--- src/rtl/edge_event_counter_pkg.sv ---
package edge_event_counter_pkg;

  typedef enum logic {
    DIR_UP   = 1'b0,
    DIR_DOWN = 1'b1
  } count_dir_e;

endpackage

--- src/rtl/evc_edge_detect.sv ---
module evc_edge_detect (
  input  logic clk,
  input  logic rst_n,
  input  logic cond_i,
  output logic rise_o
);

  logic cond_q;

  // History starts high so a level already true at reset release is not an edge.
  always_ff @(posedge clk or negedge rst_n) begin
    if (!rst_n) cond_q <= 1'b1;
    else        cond_q <= cond_i;
  end

  assign rise_o = cond_i & ~cond_q;

endmodule

--- src/rtl/evc_accum.sv ---
module evc_accum
  import edge_event_counter_pkg::*;
#(
  parameter int W = 16
) (
  input  logic                clk,
  input  logic                rst_n,
  input  logic                rise_i,
  input  logic                clear_i,
  input  count_dir_e          dir_i,
  output logic signed [W-1:0] acc_o
);

  localparam logic signed [W-1:0] SMAX = {1'b0, {(W-1){1'b1}}};
  localparam logic signed [W-1:0] SMIN = {1'b1, {(W-1){1'b0}}};
  localparam logic [W-1:0]        ONE  = {{(W-1){1'b0}}, 1'b1};

  function automatic logic signed [W-1:0] step_sat(
    input logic signed [W-1:0] a,
    input count_dir_e          d
  );
    if (d == DIR_UP) return (a == SMAX) ? a : a + ONE;
    else             return (a == SMIN) ? a : a - ONE;
  endfunction

  logic signed [W-1:0] acc_q;

  always_ff @(posedge clk or negedge rst_n) begin
    if (!rst_n)       acc_q <= '0;
    else if (clear_i) acc_q <= '0;
    else if (rise_i)  acc_q <= step_sat(acc_q, dir_i);
  end

  assign acc_o = acc_q;

endmodule

--- src/rtl/evc_status.sv ---
module evc_status
  import edge_event_counter_pkg::*;
#(
  parameter int W = 16
) (
  input  logic                cond_i,
  input  count_dir_e          dir_i,
  input  logic signed [W-1:0] acc_i,
  input  logic signed [W-1:0] preset_i,
  output logic                up_en_o,
  output logic                dn_en_o,
  output logic                done_o
);

  function automatic logic reached(
    input logic signed [W-1:0] a,
    input logic signed [W-1:0] p
  );
    return (a >= p);
  endfunction

  assign up_en_o = cond_i & (dir_i == DIR_UP);
  assign dn_en_o = cond_i & (dir_i == DIR_DOWN);
  assign done_o  = reached(acc_i, preset_i);

endmodule

--- src/rtl/edge_event_counter.sv ---
module edge_event_counter
  import edge_event_counter_pkg::*;
#(
  parameter int W = 16
) (
  input  logic                clk,
  input  logic                rst_n,
  input  logic                cond_i,
  input  logic                dir_down_i,
  input  logic signed [W-1:0] preset_i,
  input  logic                clear_i,
  output logic signed [W-1:0] acc_o,
  output logic                up_en_o,
  output logic                dn_en_o,
  output logic                done_o
);

  logic       rise_w;
  count_dir_e dir_w;

  assign dir_w = count_dir_e'(dir_down_i);

  evc_edge_detect edge_i (
    .clk    (clk),
    .rst_n  (rst_n),
    .cond_i (cond_i),
    .rise_o (rise_w)
  );

  evc_accum #(.W(W)) accum_i (
    .clk     (clk),
    .rst_n   (rst_n),
    .rise_i  (rise_w),
    .clear_i (clear_i),
    .dir_i   (dir_w),
    .acc_o   (acc_o)
  );

  evc_status #(.W(W)) status_i (
    .cond_i   (cond_i),
    .dir_i    (dir_w),
    .acc_i    (acc_o),
    .preset_i (preset_i),
    .up_en_o  (up_en_o),
    .dn_en_o  (dn_en_o),
    .done_o   (done_o)
  );

endmodule

--- config.mk ---
export PLATFORM = sky130hd
export DESIGN_NAME = edge_event_counter
export DESIGN_NICKNAME = d
export VERILOG_FILES = /design/src/rtl/edge_event_counter_pkg.sv /design/src/rtl/evc_edge_detect.sv /design/src/rtl/evc_accum.sv /design/src/rtl/evc_status.sv /design/src/rtl/edge_event_counter.sv
export SDC_FILE = /design/constraint.sdc
export NUM_CORES = 1
export LEC_CHECK = 0
export BUFFER_PORTS_ARGS = -buffer_cell sky130_fd_sc_hd__buf_2
export CAP_MARGIN = 20
export CORE_MARGIN = 4
export CORE_UTILIZATION = 60
export DETAILED_ROUTE_END_ITERATION = 8
export GPL_TIMING_DRIVEN = 0
export PLACE_DENSITY = 0.86
export SLEW_MARGIN = 20
export SYNTH_ARGS = -nofsm -noshare
export SYNTH_HDL_FRONTEND = slang
export SYNTH_HIERARCHICAL = 1
export SYNTH_SLANG_ARGS = --single-unit
--- constraint.sdc ---
create_clock -name clk -period 4.2 [get_ports clk]
set_clock_uncertainty 0.05 [all_clocks]
set_input_delay 0.63 -clock clk [delete_from_list [all_inputs] [get_ports clk]]
set_output_delay 0.63 -clock clk [all_outputs]
set_load 0.01 [all_outputs]
==> results.txt, run 1 <==
Setup repair after global routing left no endpoint under its margin. Post-cts resize count: 0. The final layout contains routed wiring with a total length of 4.95 mm. Across all layers, the routed design uses 1994 vias. Share of Yosys cell area claimed by the top area cell type: 20.6%. The overflow left after global routing is 0. The floorplan step defined a die boundary enclosing 4220 um^2. The cell type with the largest total area after synthesis was dfrtp_1. For this run, the total global-route usage over all layers was measured as 24.4%. The synthesized area per cell was 8.12 um^2; the cell-internal power was 0.305 mW. The count of input and output buffers came out at 39. The final-report hold violation count is 0. The cell row count was 20.

The depth of the most critical reg-to-reg path is 8. Clock tree synthesis selected as its root buffer the cell clkbuf_4. The critical path capture point type was an output port.

In this run the critical register-to-register path is launched from accum_i/acc_o[9]$_DFFE_PN0P_. The total CTS buffers is 3. Sorting the synthesized cells by how often they occur yields ha_1, nand2_1, a21oi_1. Setup slack closes at 1.25 ns. The tightest hold path in the finished design has a slack of 0.198 ns. The run gives 1829 as the via count of the first global-routing pass. After the first detailed-routing iteration, the DRC count stood at 111. The flip-flop and latch count after synthesis was 17; the vertical die dimension was 65.0 um. Routed length per placed instance: 15.1 um. For the share of power burned in the clock network, the log shows 16.8%. Number of buffers inserted to repair setup after CTS: 0. The first-pass GRT wire length is 8.22 mm.

The detail route stage leaves a number of antenna-violating nets equal to 0. The worst register-to-register path ends at accum_i/acc_o[14]$_DFFE_PN0P_. The number of maximum-capacitance constraint violations was 0; the cell leakage power was 1.18 nW. In this run the worst path has a maximum fanout of 6.

The clock-pin slew reported for the worst setup and hold paths after clock tree synthesis is 0.10 ns. The logs give 3080 um^2 for the standard cell core area and 292 for the number of nets in the synthesized netlist. Setup violations remaining at the end of the flow were counted as 0.

At the pin with the least slew margin, the transition time is 0.557 ns. Counting every instance in the synthesized netlist gives 240. Number of placed instances, taps included: 323. The average via count per standard cell works out to 6.10. The total net switching power was 0.203 mW; the die width was 65.0 um. The total standard cell area after synthesis is 1950 um^2, and the post-detailed-placement half-perimeter wirelength is 3.98 mm.

The run finished with clean final reports. In this run the count of I/O pins placed on the die edge is 40. The final critical path takes up 70.2% of the cycle. The layout overhead on the synthesized area was 14.3%; the sequential share of the synthesized area was 21.9%.

The first TritonRoute pass finished after 4 iterations. TritonCTS built the clock tree. The switching part of the total power was 40.0%. The worst-case IR drop observed on VDD is 0.000111 V. Sequential cells burn 39.2% of the power.

The required time at the worst-slack endpoint is 3.52 ns, and the upper clock frequency limit is 339 MHz. No sink is reached through more buffers than the 2 on the longest clock path. The worst setup path is of the reg -> out kind. The initial utilization of the core area, before any placement, comes to 63.3%. The tools report the number of antenna violations at the first check in global routing as 0. The worst setup path is launched from a flop.

The clock latency on the worst-skew pair is 0.28 ns, and the register-to-register setup slack is 1.54 ns. In the final timing run, aggregate negative setup slack is 0 ns. The critical path starts at accum_i/acc_o[11]$_DFFE_PN0P_. Sorting the synthesized cells by area gives the leading types as dfrtp_1, ha_1, a21oi_1. Power spread over the standard cell area amounts to 228 nW/um^2. The min-delay analysis places its worst path in the category in -> async. 0 antenna diodes ended up in the layout. In the synthesized netlist the dominant register cell turns out to be dfrtp_1. Maximum level of the CTS H-tree: 1. The logs give 17 for the total number of clock tree sinks and 44.0% for the part of the power in combinational logic. Yosys printed 6 warnings. Yosys mapped a number of flops with a built-in enable equal to 0. The non-filler instance count after layout was 327. The proportion of layout cells with a drive suffix above 1 is 18.0%, and the arrival time of data at the critical path endpoint is 2.27 ns.

For the number of pins exceeding their max-slew limit in the final report, the log shows 0. The shortest clock period the worst path allows after layout was 2.95 ns; the number of hold buffers added after CTS was 0. The number of DRC violations after detailed routing came out at 0. For the post-placement setup slack, the log shows 1.12 ns. Entering global routing, the biggest net connects 21 pins. Counting distinct cell types in the post-synthesis netlist gives 52. The number of nets in the finished design was 336; the worst slew margin relative to its limit was 62.7%.

By instance count, the leading cell after synthesis is ha_1. The async set or reset register ratio after synthesis came out at 100%. In this run the worst setup path terminates at done_o. Routability-driven placement finished with a final weighted congestion of 0.941.
[final cells by class]
class	instances	area, um^2
Tap cell	44	55.1
Clock inverter	1	5.00
Sequential cell	17	427
Multi-Input combinational cell	193	1400
Inverter	21	78.8
Clock buffer	3	22.5
Timing Repair Buffer	39	195
Fill cell	255	852
Buffer	9	40.0
[flip-flops by register name, indices dropped and copies added, names as in the netlist]
name,cells
edge_i/cond_q,1
accum_i/acc_o,16
[critical path, stage by stage, from the launching register on]
cell,delay (ns)
dfrtp_1,0.46
ha_1,0.35
nand4_1,0.16
nor3_2,0.25
a21boi_1,0.23
nor4_1,0.08
mux2_1,0.31
buf_2,0.14
[per-layer routing]
metal / GRT usage [%] / part of all wire, % / up-vias
met2: 39.3 / 45 / 78
met5: 0 / 0 / -
met1: 33.5 / 47 / 921
met4: 9.76 / 1.9 / 0
met3: 2.25 / 5.7 / 11
li1: - / - / 984
[worst min-delay path by stage]
stage	slack, ns	cells past startpoint	end
floorplan	0.28	0	accum_i/acc_o[0]$_DFFE_PN0P_
global placement	0.51	1	accum_i/acc_o[10]$_DFFE_PN0P_
detailed placement	0.51	1	accum_i/acc_o[10]$_DFFE_PN0P_
CTS	0.20	1	accum_i/acc_o[15]$_DFFE_PN0P_
global route	0.21	1	accum_i/acc_o[15]$_DFFE_PN0P_
finish	0.20	1	accum_i/acc_o[15]$_DFFE_PN0P_
[cells in the final DEF (no fill, tap or decap), drive strengths merged, types with 3 or more instances in the layout]
| master | netlist | routed |
|---|---|---|
| o211ai | 4 | 4 |
| a211oi | 4 | 4 |
| nand2b | 3 | 3 |
| and4 | 4 | 4 |
| o21ai | 6 | 6 |
| xnor2 | 5 | 5 |
| nand3 | 8 | 8 |
| a21o | 13 | 13 |
| ha | 30 | 30 |
| buf | 3 | 42 |
| xor2 | 3 | 3 |
| nor3 | 4 | 4 |
| or3 | 3 | 3 |
| nor2b | 4 | 4 |
| nand2 | 28 | 28 |
| dfrtp | 16 | 16 |
| nor4 | 5 | 5 |
| inv | 21 | 21 |
| nor2 | 8 | 8 |
| a21oi | 25 | 25 |
| nand4 | 10 | 10 |
| clkbuf | 6 | 9 |
[through the flow]
stage          instance area [um^2]  util, %  total power, mW
3_5_place_dp                   2200     71.4            0.422
3_3_place_gp                   2200     71.4            0.417
4_1_cts                        2230     72.3            0.507
6_report                       2230     72.3            0.508
2_1_floorplan                  1950        -            0.352
5_1_grt                        2230     72.3            0.549
[power by group through the flow]
stage	clock [mW]	sequential, mW	combinational, mW
3_3_place_gp	0	0.201	0.216
3_5_place_dp	0	0.202	0.221
6_report	0.0852	0.199	0.224
5_1_grt	0.0944	0.202	0.253
4_1_cts	0.0867	0.198	0.222
2_1_floorplan	0	0.200	0.152
[logic make-up after synthesis]
logic type      after synthesis  share of synthesized area, %
fa+ha+maj                    31                          20.3
buf+inv                      30                          6.10
xor+xnor                      8                          3.60
compound gates               70                          24.7
mux                           1                         0.578
simple gates                 83                          22.9
flops                        17                          21.9
(Power assumes the default switching activity.)
==> run 2: changes to the inputs <==
Settings changed: CORE_UTILIZATION 60 to 56, PLACE_DENSITY 0.86 to 0.81.
Clock period 4.2 ns to 2.98 ns, I/O delays scaled along.
==> run 2 against run 1 <==
Effect of this change: cell area grew 0.11%; non-clock buffer count is the same; count of clock-buffer cells in the layout is the same.
==> results.txt, run 2 (synthesis results as in run 1) <==
The logs give 91 (-18%) for the first-iteration detailed-routing DRC count and 0.720 mW (+42%) for the total power. Cell chosen for the clock root: clkbuf_4. The tools report the met1 usage as 32.8% (-0.66 points). The worst hold path belongs to the class in -> async. The signal on the critical path passes through ha_1 -> nand4_1 -> nor3_2 -> a21boi_1 -> nor4_1 -> mux2_1 -> buf_2. The run gives 58.4% (-4.9 points) as the starting density of the core.

The depth of the most critical reg-to-reg path works out to 8 (unchanged). The antenna diode count is 0 (unchanged). In this run the critical register-to-register path is captured at accum_i/acc_o[14]$_DFFE_PN0P_. The tools report the number of buffers inserted to repair setup after CTS as 0 (unchanged). For the number of vias after detailed routing, the log shows 1979 (-0.75%). Number of flip-flops under the largest register name: 16 (unchanged). Routed length per placed instance: 15.0 um (-1.0%).

The run gives 40 (unchanged) as the number of top-level pins. Dividing the final minimum period by the clock period gives 91.0%. The run gives 63.7% (+0.95 points) as the worst slew margin relative to its limit. For the standard cell core area, the log shows 3340 um^2 (+8.4%). Leaving out fill and tap cells, the most frequent cell in the layout is buf_2.

The run gives 4.92 mm (-0.42%) as the wire length reported by the detailed router. The routing usage on met2 came out at 37.6% (-1.7 points). The overall die area is 4490 um^2 (+6.3%), and the maximum level of the CTS H-tree is 1 (unchanged).

TritonCTS built the clock tree. The largest stage delay on the critical path works out to 0.48 ns (+0.02 ns). For the count of nets left with antenna violations after detail routing, the log shows 0 (unchanged). The number of nets in the finished design was 336 (unchanged); the number of hold buffers added after CTS was 0 (unchanged). The startpoint class of the critical path was a flop. The via count of the first global-routing pass came out at 1718 (-6.1%). The total number of clock tree sinks was 17 (unchanged); the power density over the cells was 323 nW/um^2 (+42%). The logs give 0 (unchanged) for the final setup violation count and 8.05 mm (-2.1%) for the first-pass GRT wire length.

The run gives 4 (unchanged) as the number of optimization iterations in the first detailed-route pass. The total global-route track usage is 23.1% (-1.4 points), and the layout overhead on the synthesized area is 14.4%. For the number of buffers on the longest clock path, the log shows 2 (unchanged). The count of input and output buffers is 39 (unchanged). The maximum fanout along the worst path came out at 6 (unchanged). Pin count of the biggest net entering global routing: 21 (unchanged).

For the final-report hold violation count, the log shows 0 (unchanged). The tools report the arrival time of data at the critical path endpoint as 2.22 ns (-0.05 ns). The run finished with clean final reports. Setup repair after global routing left no endpoint under its margin.

The post-detailed-placement half-perimeter wirelength was 3.81 mm (-4.4%). The tools report the aggregate negative setup slack as 0 ns (unchanged). STA classifies the critical path endpoint as an output port. Clock latency on the worst-skew pair: 0.29 ns (about the same).

The tools report the reg-to-reg critical path startpoint as accum_i/acc_o[9]$_DFFE_PN0P_. The library cells used most frequently in the layout, excluding fill and tap cells, are buf_2, ha_1, nand2_1. The type of the worst setup path is reg -> out. The tools report the upper clock frequency limit as 369 MHz.

The tools report the number of pins exceeding their max-slew limit in the final report as 0 (unchanged). The tools report the total CTS buffers as 3 (unchanged). The cell row count came out at 21 (+5.0%). The post-cts resize count is 0 (unchanged).

The maximum vdd ir drop is 0.000139 V (+25%), and the register-to-register setup slack is 0.30 ns (-1.24 ns). The required time at the worst-slack endpoint was 2.48 ns (-1.04 ns); the number of maximum-capacitance constraint violations was 0 (unchanged). The vertical die dimension was 67.0 um (+3.1%).

The tools report the number of antenna violations at the first check in global routing as 0 (unchanged). For this design, the slowest cell found on the critical path is dfrtp_1. The clock-pin slew reported for the worst setup and hold paths after clock tree synthesis was 0.10 ns (about the same); the global routing met3 resource utilization was 1.85% (-0.40 points). The cell leakage power was 1.18 nW (unchanged); the die width was 67.0 um (+3.1%). The proportion of layout cells with a drive suffix above 1 came out at 18.0% (unchanged). The average via count per standard cell works out to 6.02 (-1.4%). Shortest clock period the worst path allows after layout: 2.71 ns.

Transition time of the tightest slew-check pin: 0.543 ns (-0.0143 ns). The placer's final routability congestion estimate is 0.926 (-1.6%). The busiest layer in global routing was met2. The number of DRC violations after detailed routing was 0 (unchanged); the overflow left after global routing was 0 (unchanged).
==> run 2: cell counts in the layout (fill, tap and decap cells not counted) <==
Identical to the previous run, type by type.
==> run 2: final cells by class <==
class	count	area, um^2
clock inverter	1	5.00
fill	296	1110
clock buffer	3	22.5
timing repair buffer	39	195
tap	46	57.6
sequential	17	427
buffer	9	40.0
multi-input combinational	193	1400
inverter	21	78.8
==> run 2: per-stage QoR <==
stage               instances  hold WS, ns  area [um^2]  setup WS [ns]  utilization (%)
CTS                       329       0.0161         2230          0.272             66.8
detailed placement        325        0.336         2200         0.0497             66.0
global route              329       0.0233         2230         0.0691             66.8
global placement          325        0.335         2200         0.0860             66.0
floorplan                 240        0.101         1950          0.645                -
finish                    329      0.00541         2230          0.267             66.8
==> run 2: worst max-delay path by stage <==
stage                     slack (ns)                           from                             to
after floorplan                 0.65   accum_i/acc_o[9]$_DFFE_PN0P_  accum_i/acc_o[14]$_DFFE_PN0P_
final                           0.27   accum_i/acc_o[9]$_DFFE_PN0P_                         done_o
after global routing            0.07  accum_i/acc_o[13]$_DFFE_PN0P_                         done_o
after detailed placement        0.05                     dir_down_i  accum_i/acc_o[14]$_DFFE_PN0P_
after global placement          0.09                     dir_down_i  accum_i/acc_o[14]$_DFFE_PN0P_
after CTS                       0.27   accum_i/acc_o[9]$_DFFE_PN0P_                         done_o
==> run 2: worst max-delay path, delay by kind of cell, from the launching register on <==
kind,cells,cell delay [ns]
buffers and inverters,1,0.14
AO/OA/AOI/OAI,1,0.12
multiplexers,1,0.35
adder cells (fa/ha/maj),1,0.33
AND/OR/NAND/NOR,3,0.50
flip-flops,1,0.48
==> run 2: power breakdown <==
part	internal, mW	switching [mW]
clock	0.0500	0.0750
combinational	0.132	0.182
sequential	0.248	0.0330
==> run 2: layer usage <==
metal / vias up / routed length (um)
li1: 984 / -
met1: 899 / 2200
met2: 85 / 2240
met3: 11 / 395
met4: 0 / 93
met5: - / 0
